`src/rtl/bpwm_pkg.sv`:
```
package bpwm_pkg;
    typedef enum logic {
        LV_HOLD,
        LV_DONE
    } lvl_state_t;

    typedef enum logic [1:0] {
        DB_OFF,
        DB_WAIT,
        DB_ON
    } db_state_t;
endpackage

```
`src/rtl/bpwm_timer.sv`:
```
module bpwm_timer #(
    parameter int CNT_W = 8
) (
    input  logic             clk,
    input  logic             rst,
    output logic [CNT_W-1:0] cnt,
    output logic             reload,
    output logic             tick
);
    localparam logic [CNT_W-1:0] TOP = '1;

    logic [CNT_W-1:0] cnt_q;
    logic             half_q;
    logic             half_d;

    always_ff @(posedge clk) begin
        if (rst) begin
            cnt_q  <= TOP;
            half_q <= 1'b0;
            half_d <= 1'b0;
        end else begin
            half_d <= half_q;
            if (cnt_q == '0) begin
                cnt_q  <= TOP;
                half_q <= ~half_q;
            end else begin
                cnt_q <= cnt_q - 1'b1;
            end
        end
    end

    assign cnt    = cnt_q;
    assign reload = (cnt_q == '0);
    assign tick   = half_q ^ half_d;
endmodule

```
`src/rtl/bpwm_level.sv`:
```
module bpwm_level
    import bpwm_pkg::*;
#(
    parameter int CNT_W = 8
) (
    input  logic             clk,
    input  logic             rst,
    input  logic [CNT_W-1:0] cnt,
    input  logic             reload,
    input  logic [CNT_W-1:0] duty_in,
    input  logic             duty_vld,
    input  logic             surf_neg,
    output logic             cmd
);
    lvl_state_t       st_q, st_n;
    logic             cmd_q, cmd_n;
    logic [CNT_W-1:0] act_q, act_n;
    logic [CNT_W-1:0] nxt_q, nxt_n;
    logic             early;
    logic             hit;

    always_ff @(posedge clk) begin
        if (rst) begin
            st_q  <= LV_HOLD;
            cmd_q <= 1'b0;
            act_q <= '0;
            nxt_q <= '0;
        end else begin
            st_q  <= st_n;
            cmd_q <= cmd_n;
            act_q <= act_n;
            nxt_q <= nxt_n;
        end
    end

    always_comb begin
        early = duty_vld && (cnt > duty_in);
        hit   = (act_q != '0) && (cnt <= act_q);
        st_n  = st_q;
        cmd_n = cmd_q;
        act_n = early ? duty_in : act_q;
        nxt_n = duty_vld ? duty_in : nxt_q;
        if (reload) begin
            st_n  = LV_HOLD;
            cmd_n = surf_neg;
            act_n = duty_vld ? duty_in : nxt_q;
        end else begin
            unique case (st_q)
                LV_HOLD: begin
                    if (hit) begin
                        cmd_n = ~cmd_q;
                        st_n  = LV_DONE;
                    end
                end
                LV_DONE: begin
                    st_n = LV_DONE;
                end
            endcase
        end
    end

    assign cmd = cmd_q;
endmodule

```
`src/rtl/bpwm_deadband.sv`:
```
module bpwm_deadband
    import bpwm_pkg::*;
#(
    parameter int DEAD = 3
) (
    input  logic clk,
    input  logic rst,
    input  logic raw,
    output logic gate
);
    localparam int DC_W = $clog2(DEAD + 1);
    localparam logic [DC_W-1:0] LAST = DC_W'(DEAD - 1);
    localparam logic [DC_W-1:0] ONE  = DC_W'(1);

    db_state_t       st_q, st_n;
    logic [DC_W-1:0] dc_q, dc_n;

    always_ff @(posedge clk) begin
        if (rst) begin
            st_q <= DB_OFF;
            dc_q <= '0;
        end else begin
            st_q <= st_n;
            dc_q <= dc_n;
        end
    end

    always_comb begin
        st_n = st_q;
        dc_n = dc_q;
        unique case (st_q)
            DB_OFF: begin
                if (raw) begin
                    st_n = DB_WAIT;
                    dc_n = ONE;
                end
            end
            DB_WAIT: begin
                if (!raw) begin
                    st_n = DB_OFF;
                    dc_n = '0;
                end else if (dc_q == LAST) begin
                    st_n = DB_ON;
                end else begin
                    dc_n = dc_q + ONE;
                end
            end
            DB_ON: begin
                if (!raw) begin
                    st_n = DB_OFF;
                    dc_n = '0;
                end
            end
            default: begin
                st_n = DB_OFF;
                dc_n = '0;
            end
        endcase
    end

    assign gate = (st_q == DB_ON) && raw;
endmodule

```
`src/rtl/bpwm_bridge.sv`:
```
module bpwm_bridge #(
    parameter int CNT_W = 8,
    parameter int DEAD  = 3
) (
    input  logic             clk,
    input  logic             rst,
    input  logic [CNT_W-1:0] duty_in,
    input  logic             duty_vld,
    input  logic             surf_neg,
    output logic             gate_hi,
    output logic             gate_lo,
    output logic             period_tick
);
    localparam int LEGS = 2;

    logic [CNT_W-1:0] cnt;
    logic             reload;
    logic             cmd_q;
    logic [LEGS-1:0]  raw;
    logic [LEGS-1:0]  gates;

    bpwm_timer #(.CNT_W(CNT_W)) timer_i (
        .clk    (clk),
        .rst    (rst),
        .cnt    (cnt),
        .reload (reload),
        .tick   (period_tick)
    );

    bpwm_level #(.CNT_W(CNT_W)) level_i (
        .clk      (clk),
        .rst      (rst),
        .cnt      (cnt),
        .reload   (reload),
        .duty_in  (duty_in),
        .duty_vld (duty_vld),
        .surf_neg (surf_neg),
        .cmd      (cmd_q)
    );

    assign raw[0] = cmd_q;
    assign raw[1] = ~cmd_q;

    for (genvar g = 0; g < LEGS; g++) begin : g_side
        bpwm_deadband #(.DEAD(DEAD)) db_i (
            .clk  (clk),
            .rst  (rst),
            .raw  (raw[g]),
            .gate (gates[g])
        );
    end

    assign gate_hi = gates[0];
    assign gate_lo = gates[1];
endmodule

```
`config.mk`:
```
export PLATFORM = sky130hd
export DESIGN_NAME = bpwm_bridge
export DESIGN_NICKNAME = d
export VERILOG_FILES = /design/src/rtl/bpwm_pkg.sv /design/src/rtl/bpwm_timer.sv /design/src/rtl/bpwm_level.sv /design/src/rtl/bpwm_deadband.sv /design/src/rtl/bpwm_bridge.sv
export SDC_FILE = /design/constraint.sdc
export NUM_CORES = 1
export LEC_CHECK = 0
export BUFFER_PORTS_ARGS = -buffer_cell sky130_fd_sc_hd__buf_2
export CORE_ASPECT_RATIO = 2
export CORE_MARGIN = 4
export CORE_UTILIZATION = 59
export CTS_CLUSTER_DIAMETER = 50
export DETAILED_ROUTE_END_ITERATION = 8
export GPL_ROUTABILITY_DRIVEN = 0
export PLACE_DENSITY = 0.78
export SLEW_MARGIN = 20
export SYNTH_ARGS = -nofsm -noshare
export SYNTH_HDL_FRONTEND = slang
export SYNTH_SLANG_ARGS = --single-unit
```
`constraint.sdc`:
```
create_clock -name clk -period 2.09 [get_ports clk]
set_clock_uncertainty 0.1 [all_clocks]
set_input_delay 0.209 -clock clk [delete_from_list [all_inputs] [get_ports clk]]
set_output_delay 0.209 -clock clk [all_outputs]
set_load 0.02 [all_outputs]
```
==> flow_summary.ini, run 1 <==
[critical_path]
crit_arrival_ps = 2150
cpPeakStageDelay_ps = 400
crit_path_end_kind = register
crit_chain = ha_1 > nor2b_1 > o21ai_2 > nand4b_1 > nand4_1 > buf_4 > nand2_1 > a221oi_2
cp_slowest_cell = dfxtp_1
critPathMaxFanout = 8
critPathRequiredTime_ps = 2200
start_kind = register
timing.setup.critical_path_class = register to register

[finish]
final_util_pct = 70.3
antenna_cells = 0
stdcell_count = 279
syn_to_final_growth_pct = 13.7
drive_gt1_share_pct = 17.7
seq_area_sq_um = 721
multiInputGateArea_sq_mm = 0.00117
fill_cells = 272
nNetsFinal = 278

[sta]
fmax_mhz = 490
maxSlewViolCount = 0
period_share_pct = 97.6
setup_viol = 0
period_minus_slack_ps = 2040
slew_headroom_pct = 61.8
layout_setup_ws_ps = 50.8
rsz0062_at_grt = true
final_hold_viol_count = 0
whs_ps = 71.8
worst_slew_pin_slew_ps = 572

[pwr]
p_sw_mw = 0.426
clock_power_share_pct = 40.0
p_seq_share_pct = 44.6
netSwitchingFraction_pct = 25.3
internal-power_mw = 1.26
p_comb_share_pct = 15.3
p_leak_nw = 0.998
total_power_mw = 1.69
irDropWorstVdd_uv = 658
powerDensity_mw_per_mm2 = 743

[floorplanning]
die_area_sq_mm = 0.00444
num_rows = 29
core_area_sq_mm = 0.00323
ios = 15
die_h_microns = 90.3
die_w_microns = 49.1
start_util_pct = 61.8

[clock_tree]
ctsHoldBuffers = 0
clk_pin_slew_worst_paths_ps = 70
worstSkewPairLatency_ps = 290
cts_tree = built
cts_inserted_buffers = 5
clockRootBuffer = clkbuf_8
cts.sink_count = 36
htreeDepth = 2
cts_buffer_depth = 2

[grt]
grt_antenna_before_repair = 0
gr-total-overflow = 0
grt_pass1_vias = 1744
grt_usage_pct = 20.9
grt_max_degree = 33
grt_pass1_wl_microns = 7300

[logic_synthesis]
synthFlopType = dfxtp_1
synth_top_area_share_pct = 36.1
syn_nets = 258
syn_area_sq_mm = 0.00200
syn_inst = 227
synth_top_cells_by_count = dfxtp_1 (36), nor2_1 (24), ha_1 (19), inv_1 (19)
yosysMostFrequentCell = dfxtp_1
async_reset_ff_share_pct = 0
yosysSeqAreaShare_pct = 36.1
ys_ff_latch = 36
synth_edf_count = 0
synth.distinct_cells = 44
yosys.area.top_type = dfxtp_1
postSynthAreaPerCell_sq_um = 8.80
ys_warn_count = 0
synth_area_leaders = dfxtp_1 (36%), ha_1 (12%), mux2i_1 (5.0%)

[route]
first_pass_iters = 4
vias_per_cell = 6.03
ant_nets = 0
wl_per_cell_microns = 15.6
first_iter_violations = 35
vias = 1681
route.detailed.drc = 0
wirelength_microns = 4360

[hold_path]
min_path_type = input pin to register

[job]
maxCapViolCount = 0

[run_status]
outcome = complete, no violations

[placement]
numPortBuffers = 14
pre_cts_ws_ps = 33.2
hpwl_microns = 3170
place_inst = 270
[logic make-up after synthesis]
family / count (synthesis) / synth area share [%]
flops: 36 / 36.1
fa+ha+maj: 19 / 11.9
xor+xnor: 8 / 3.51
simple gates: 80 / 21.2
buf+inv: 28 / 6.39
mux: 11 / 5.58
compound gates: 45 / 15.4
[timing repair]
action,in CTS,in global routing
resized for setup,0,5
setup buffers,0,1
setup endpoints to repair,0,9
[critical path, delay by kind of cell, from the launching register on]
family,cells,cell delay (ps)
AO/OA/AOI/OAI,2,360
adder cells (fa/ha/maj),1,270
buffers and inverters,1,170
flip-flops,1,400
AND/OR/NAND/NOR,4,670
[metrics by stage]
| step | TNS (ps) | instance area, sq um |
|---|---|---|
| floorplan | 0 | 2000 |
| CTS | 0 | 2240 |
| global route | -132 | 2270 |
| detailed placement | 0 | 2110 |
| global placement | 0 | 2110 |
| finish | 0 | 2270 |
[flip-flops by register name, summed over array words and instances (netlist names)]
register and count:
level_i.nxt_q 8, timer_i.half_q 1, timer_i.cnt 8, level_i.cmd 1, g_side.db_i.dc_q 4, level_i.act_q 8
timer_i.half_d 1, level_i.st_q 1, g_side.db_i.st_q 4
[final timing paths]
| path | startpoint | endpoint | slack [ps] | cells past startpoint |
|---|---|---|---|---|
| min reg2reg | timer_i.cnt[0] | timer_i.cnt[0] | 300 | 1 |
| min | surf_neg | level_i.cmd | 70 | 3 |
| max | timer_i.cnt[1] | level_i.act_q[7] | 50 | 8 |
| max reg2reg | timer_i.cnt[1] | level_i.act_q[7] | 50 | 8 |
[layer usage]
| layer | vias up | share of wire [%] | global-route usage (%) |
|---|---|---|---|
| li1 | 827 | - | - |
| met1 | 799 | 38 | 20.3 |
| met2 | 39 | 55 | 38.3 |
| met3 | 16 | 3.0 | 3.64 |
| met4 | 0 | 3.3 | 14.0 |
| met5 | - | 0 | 0 |
[cell type report]
type | instances | share of cell area [%]
clock buffers | 7 | 4.24
clock inverters | 1 | 1.32
inverters | 19 | 3.14
multi-input cells | 163 | 51.5
flip-flops and latches | 36 | 31.8
well taps | 31 | 1.71
repair buffers | 22 | 6.28
[power by group through the flow]
stage	sequential (mW)	clock [mW]	combinational, mW
4_1_cts	0.753	0.683	0.251
5_1_grt	0.757	0.706	0.295
3_5_place_dp	0.769	0	0.245
2_1_floorplan	0.757	0	0.194
6_report	0.753	0.676	0.258
3_3_place_gp	0.767	0	0.235
[layout by cell type (no fill, tap or decap), drive strengths merged, types with 7 or more instances in the layout]
master  netlist  final
dfxtp        36     36
nor2         26     26
inv          19     19
nand2        18     18
clkbuf        6      7
ha           19     19
buf           3     22
a221oi        8      8
a21oi        19     19
mux2i        10     10
(Power assumes the default switching activity.)
==> inputs of run 2 (changes only) <==
- CORE_UTILIZATION: 59 -> 47
- GPL_TIMING_DRIVEN: unset -> 0
- PLACE_DENSITY: 0.78 -> unset
==> run 2 against run 1 <==
Compared with the run above:
- via count fell by 3.0%
- non-clock buffer count increased by 4
- worst setup slack better by 36 ps
- design area rose by 0.88%
- largest cell class unchanged
==> flow_summary.ini, run 2 (synthesis gave the netlist of run 1 again) <==
[finish]
reg.largest.list = level_i.act_q x8, level_i.nxt_q x8, timer_i.cnt x8
syn_to_final_growth_pct = 14.7
nNetsFinal = 282
most-common-layout-cells = dfxtp_1 (34), nor2_1 (24), inv_1 (19), ha_1 (19), nand2_1 (18)
drive_gt1_share_pct = 17.1
antenna_cells = 0
final_common_cell = dfxtp_1

[route]
vias_per_cell = 5.38
wl_met1_microns = 1660
vias = 1631
wirelength_microns = 4400
ant_nets = 0
route.detailed.drc = 0
first_pass_iters = 4
dr_wl_met3_microns = 111
first_iter_violations = 25
top_layer_used = met4
wl_met2_microns = 2560
wl_per_cell_microns = 14.5

[clock_tree]
cts_tree = built
htreeDepth = 2
cts_inserted_buffers = 5
ctsHoldBuffers = 0
cts.sink_count = 36
worstSkewPairLatency_ps = 290
clk_pin_slew_worst_paths_ps = 70
clockRootBuffer = clkbuf_8
cts_buffer_depth = 2

[placement]
numPortBuffers = 13
pre_cts_ws_ps = -92.9
hpwl_microns = 3380

[critical_path]
r2r_slack_ps = 90
crit_arrival_ps = 2060
timing.setup.critical_path_class = register to register
critPathRequiredTime_ps = 2140
critPathMaxFanout = 8
crit_path_end_kind = register
start_kind = register

[job]
maxCapViolCount = 0

[sta]
layout_setup_ws_ps = 86.6
final_hold_viol_count = 0
slew_headroom_pct = 63.1
whs_ps = 72.3
maxSlewViolCount = 0
period_minus_slack_ps = 2000
fmax_mhz = 499
setup_tns_ps = 0
setup_viol = 0
rsz0062_at_grt = true
worst_slew_pin_slew_ps = 553
period_share_pct = 95.9

[hold_path]
min_path_type = input pin to register

[pwr]
total_power_mw = 1.55
powerDensity_mw_per_mm2 = 678
p_leak_nw = 0.988
irDropWorstVdd_uv = 685

[floorplanning]
ios = 15
start_util_pct = 48.9
die_h_microns = 100
die_area_sq_mm = 0.00542
num_rows = 33
die_w_microns = 54.1
core_area_sq_mm = 0.00409

[grt]
grt_usage_pct = 19.2
gr-total-overflow = 0
grt_pass1_wl_microns = 7670
grt_max_degree = 11
grt_antenna_before_repair = 0
grt_pass1_vias = 1630

[run_status]
outcome = complete, no violations
-- run 2: final timing paths --
check / start / end / cells past startpoint
worst min-delay path: rst / g_side[1].db_i.st_q[0] / 2
worst max-delay path: timer_i.cnt[6] / level_i.act_q[6] / 8
worst max register to register: timer_i.cnt[6] / level_i.act_q[6] / 8
worst min register to register: timer_i.cnt[0] / timer_i.cnt[0] / 1
-- run 2: critical path, cell delays in order (launching register included) --
cell and delay [ps]:
dfxtp_4 380, ha_1 280, a21o_1 210, a21oi_4 160, nand4b_1 140, and4_1 190
buf_6 140, a21oi_1 190, a221oi_2 80
-- run 2: timing repair --
action	CTS	global route
setup buffers	2	2
cloned	0	0
endpoints found under the setup margin	8	9
gates resized for setup	1	7
pin swaps	1	4
-- run 2: per-stage QoR --
stage / utilization (%) / instance area, sq um / instances
2_1_floorplan: - / 2000 / 227
3_3_place_gp: 52.0 / 2130 / 292
3_5_place_dp: 52.0 / 2130 / 292
4_1_cts: 54.8 / 2240 / 301
5_1_grt: 56.0 / 2290 / 303
6_report: 56.0 / 2290 / 303
-- run 2: final cells by class --
cell class	count	area [sq um]
fill	389	1800
multi-input combinational	163	1170
sequential	36	726
timing repair buffer	17	108
clock buffer	7	96.3
inverter	19	71.3
tap	52	65.1
buffer	9	56.3
-- run 2: power breakdown --
| part | total (mW) | switching, mW | leakage [nW] | internal, mW |
|---|---|---|---|---|
| Clock | 0.546 | 0.252 | 0.0503 | 0.294 |
| Combinational | 0.260 | 0.142 | 0.643 | 0.119 |
| Sequential | 0.747 | 0.0246 | 0.294 | 0.723 |
-- run 2: metal layers --
metal  up-vias  track usage [%]
li1        839                -
met1       773             19.6
met2        14             35.9
met3         5             4.16
met4         0             6.91
met5         -                0
==> inputs of run 3 (changes only) <==
- CTS_BUF_LIST: unset -> sky130_fd_sc_hd__clkbuf_16
- RECOVER_POWER: unset -> 25
==> run 3 against run 2 <==
Compared with the run above:
- first-iteration DRC count rose by 16%
- global-route usage decreased by 0.15 points
- combinational power increased by 2%
- die area unchanged
- non-clock buffer count is 1 lower
- design area is 2.3% higher
- power is 10% higher
- largest power group unchanged
- highest routed layer unchanged
==> flow_summary.ini, run 3 (synthesis gave the netlist of run 1 again) <==
[run_status]
outcome = complete, no violations

[sta]
layout_setup_ws_ps = 113
setup_viol = 0
whs_ps = 96.5
period_minus_slack_ps = 1980
slew_headroom_pct = 63.6
fmax_mhz = 506
final_hold_viol_count = 0
maxSlewViolCount = 0
worst_slew_pin_slew_ps = 546
period_share_pct = 94.6
setup_tns_ps = 0

[critical_path]
critPathRequiredTime_ps = 2170
reg2reg_to = level_i.act_q[5]
timing.setup.critical_path_class = register to register
cp_slowest_cell = dfxtp_2
critPathMaxFanout = 8
setup.worst_path.start = timer_i.cnt[7]
crit_arrival_ps = 2060
crit_chain = ha_1 > and3_2 > nand4_1 > and4_1 > buf_6 > a21oi_2 > a221oi_1
rr_startpoint = timer_i.cnt[7]
start_kind = register
crit_path_end_kind = register
cp.depth = 7
crit_buf_inv = 1
cp_top_family = simple AND/OR/NAND/NOR gates
reg2reg_depth = 7
crit_end = level_i.act_q[5]
r2r_slack_ps = 110
cpPeakStageDelay_ps = 350

[finish]
reg.largest.list = level_i.act_q x8, level_i.nxt_q x8, timer_i.cnt x8
drive_gt1_share_pct = 18.0
fill_cells = 377
most-common-layout-cells = dfxtp_1 (34), nor2_1 (24), inv_1 (19), ha_1 (19), nand2_1 (18)
stdcell_count = 302
syn_to_final_growth_pct = 17.3
stdcell_area_sq_mm = 0.00234
antenna_cells = 0
final_common_cell = dfxtp_1
nNetsFinal = 281

[placement]
numPortBuffers = 13
pre_cts_ws_ps = -92.9
place_area_sq_mm = 0.00213
hpwl_microns = 3380
place_inst = 292

[clock_tree]
cts_inserted_buffers = 5
worstSkewPairLatency_ps = 280
clockRootBuffer = clkbuf_16
cts_buffer_depth = 2
htreeDepth = 2
ctsHoldBuffers = 0
cts_tree = built
cts.sink_count = 36
clk_pin_slew_worst_paths_ps = 50

[route]
wl_per_cell_microns = 14.8
first_pass_iters = 4
first_iter_violations = 29
ant_nets = 0
vias = 1619
wirelength_microns = 4460
route.detailed.drc = 0
vias_per_cell = 5.36

[job]
maxCapViolCount = 0

[floorplanning]
core_area_sq_mm = 0.00409
die_w_microns = 54.1
die_h_microns = 100
num_rows = 33
start_util_pct = 48.9
die_area_sq_mm = 0.00542
ios = 15

[grt]
gr-total-overflow = 0
grt_pass1_vias = 1638
grt_usage_pct = 19.1
grt_antenna_before_repair = 0
grt_max_degree = 11
grt_pass1_wl_microns = 7590

[pwr]
irDropWorstVdd_uv = 875
powerDensity_mw_per_mm2 = 732
p_leak_nw = 0.998

[hold_path]
hold_start = surf_neg
whs_path_depth = 3
min_path_type = input pin to register
[run 3: changes by cell type in the layout (fill, tap and decap cells not counted), sizes merged]
cell and delta:
clkbuf -1, clkinv +2, buf -2
[run 3: worst min path at each step]
stage and end:
5_1_grt level_i.cmd, 3_3_place_gp timer_i.cnt[0], 4_1_cts g_side[1].db_i.st_q[0], 6_report level_i.cmd, 2_1_floorplan g_side[1].db_i.st_q[0], 3_5_place_dp timer_i.cnt[0]
[run 3: repair_timing]
item	4_1_cts	5_1_grt
setup buffers	1	2
pin swaps	1	4
setup endpoints to repair	8	9
gates resized for setup	1	13
[run 3: power by group]
group | total, mW | switching, mW | internal [mW]
clock | 0.701 | 0.275 | 0.426
combinational | 0.265 | 0.146 | 0.119
sequential | 0.748 | 0.0245 | 0.724
[run 3: worst register-to-register path: stages (launching register included)]
cell and delay [ps]:
dfxtp_2 350, ha_1 330, and3_2 270, nand4_1 120, and4_1 220, buf_6 160
a21oi_2 70, a221oi_1 260
[run 3: cell type report]
class / count / area [sq um] / share of cell area [%]
multi-input combinational: 163 / 1190 / 50.9
sequential: 36 / 726 / 31.0
clock buffer: 5 / 125 / 5.34
timing repair buffer: 16 / 98.8 / 4.22
inverter: 19 / 71.3 / 3.04
tap: 52 / 65.1 / 2.78
buffer: 9 / 56.3 / 2.40
clock inverter: 2 / 7.51 / 0.321
[run 3: metrics by stage]
step                util [%]  power [mW]
floorplan                  -       0.951
global placement        52.0        1.01
detailed placement      52.0        1.02
CTS                     55.5        1.72
global route            57.3        1.80
finish                  57.3        1.71
[run 3: metal layers]
metal	routed length, microns	vias to the layer above	GRT usage, %
met5	0	-	0
met4	136	0	8.64
met3	95	7	3.71
met2	2530	16	35.0
met1	1700	762	19.4
li1	-	834	-
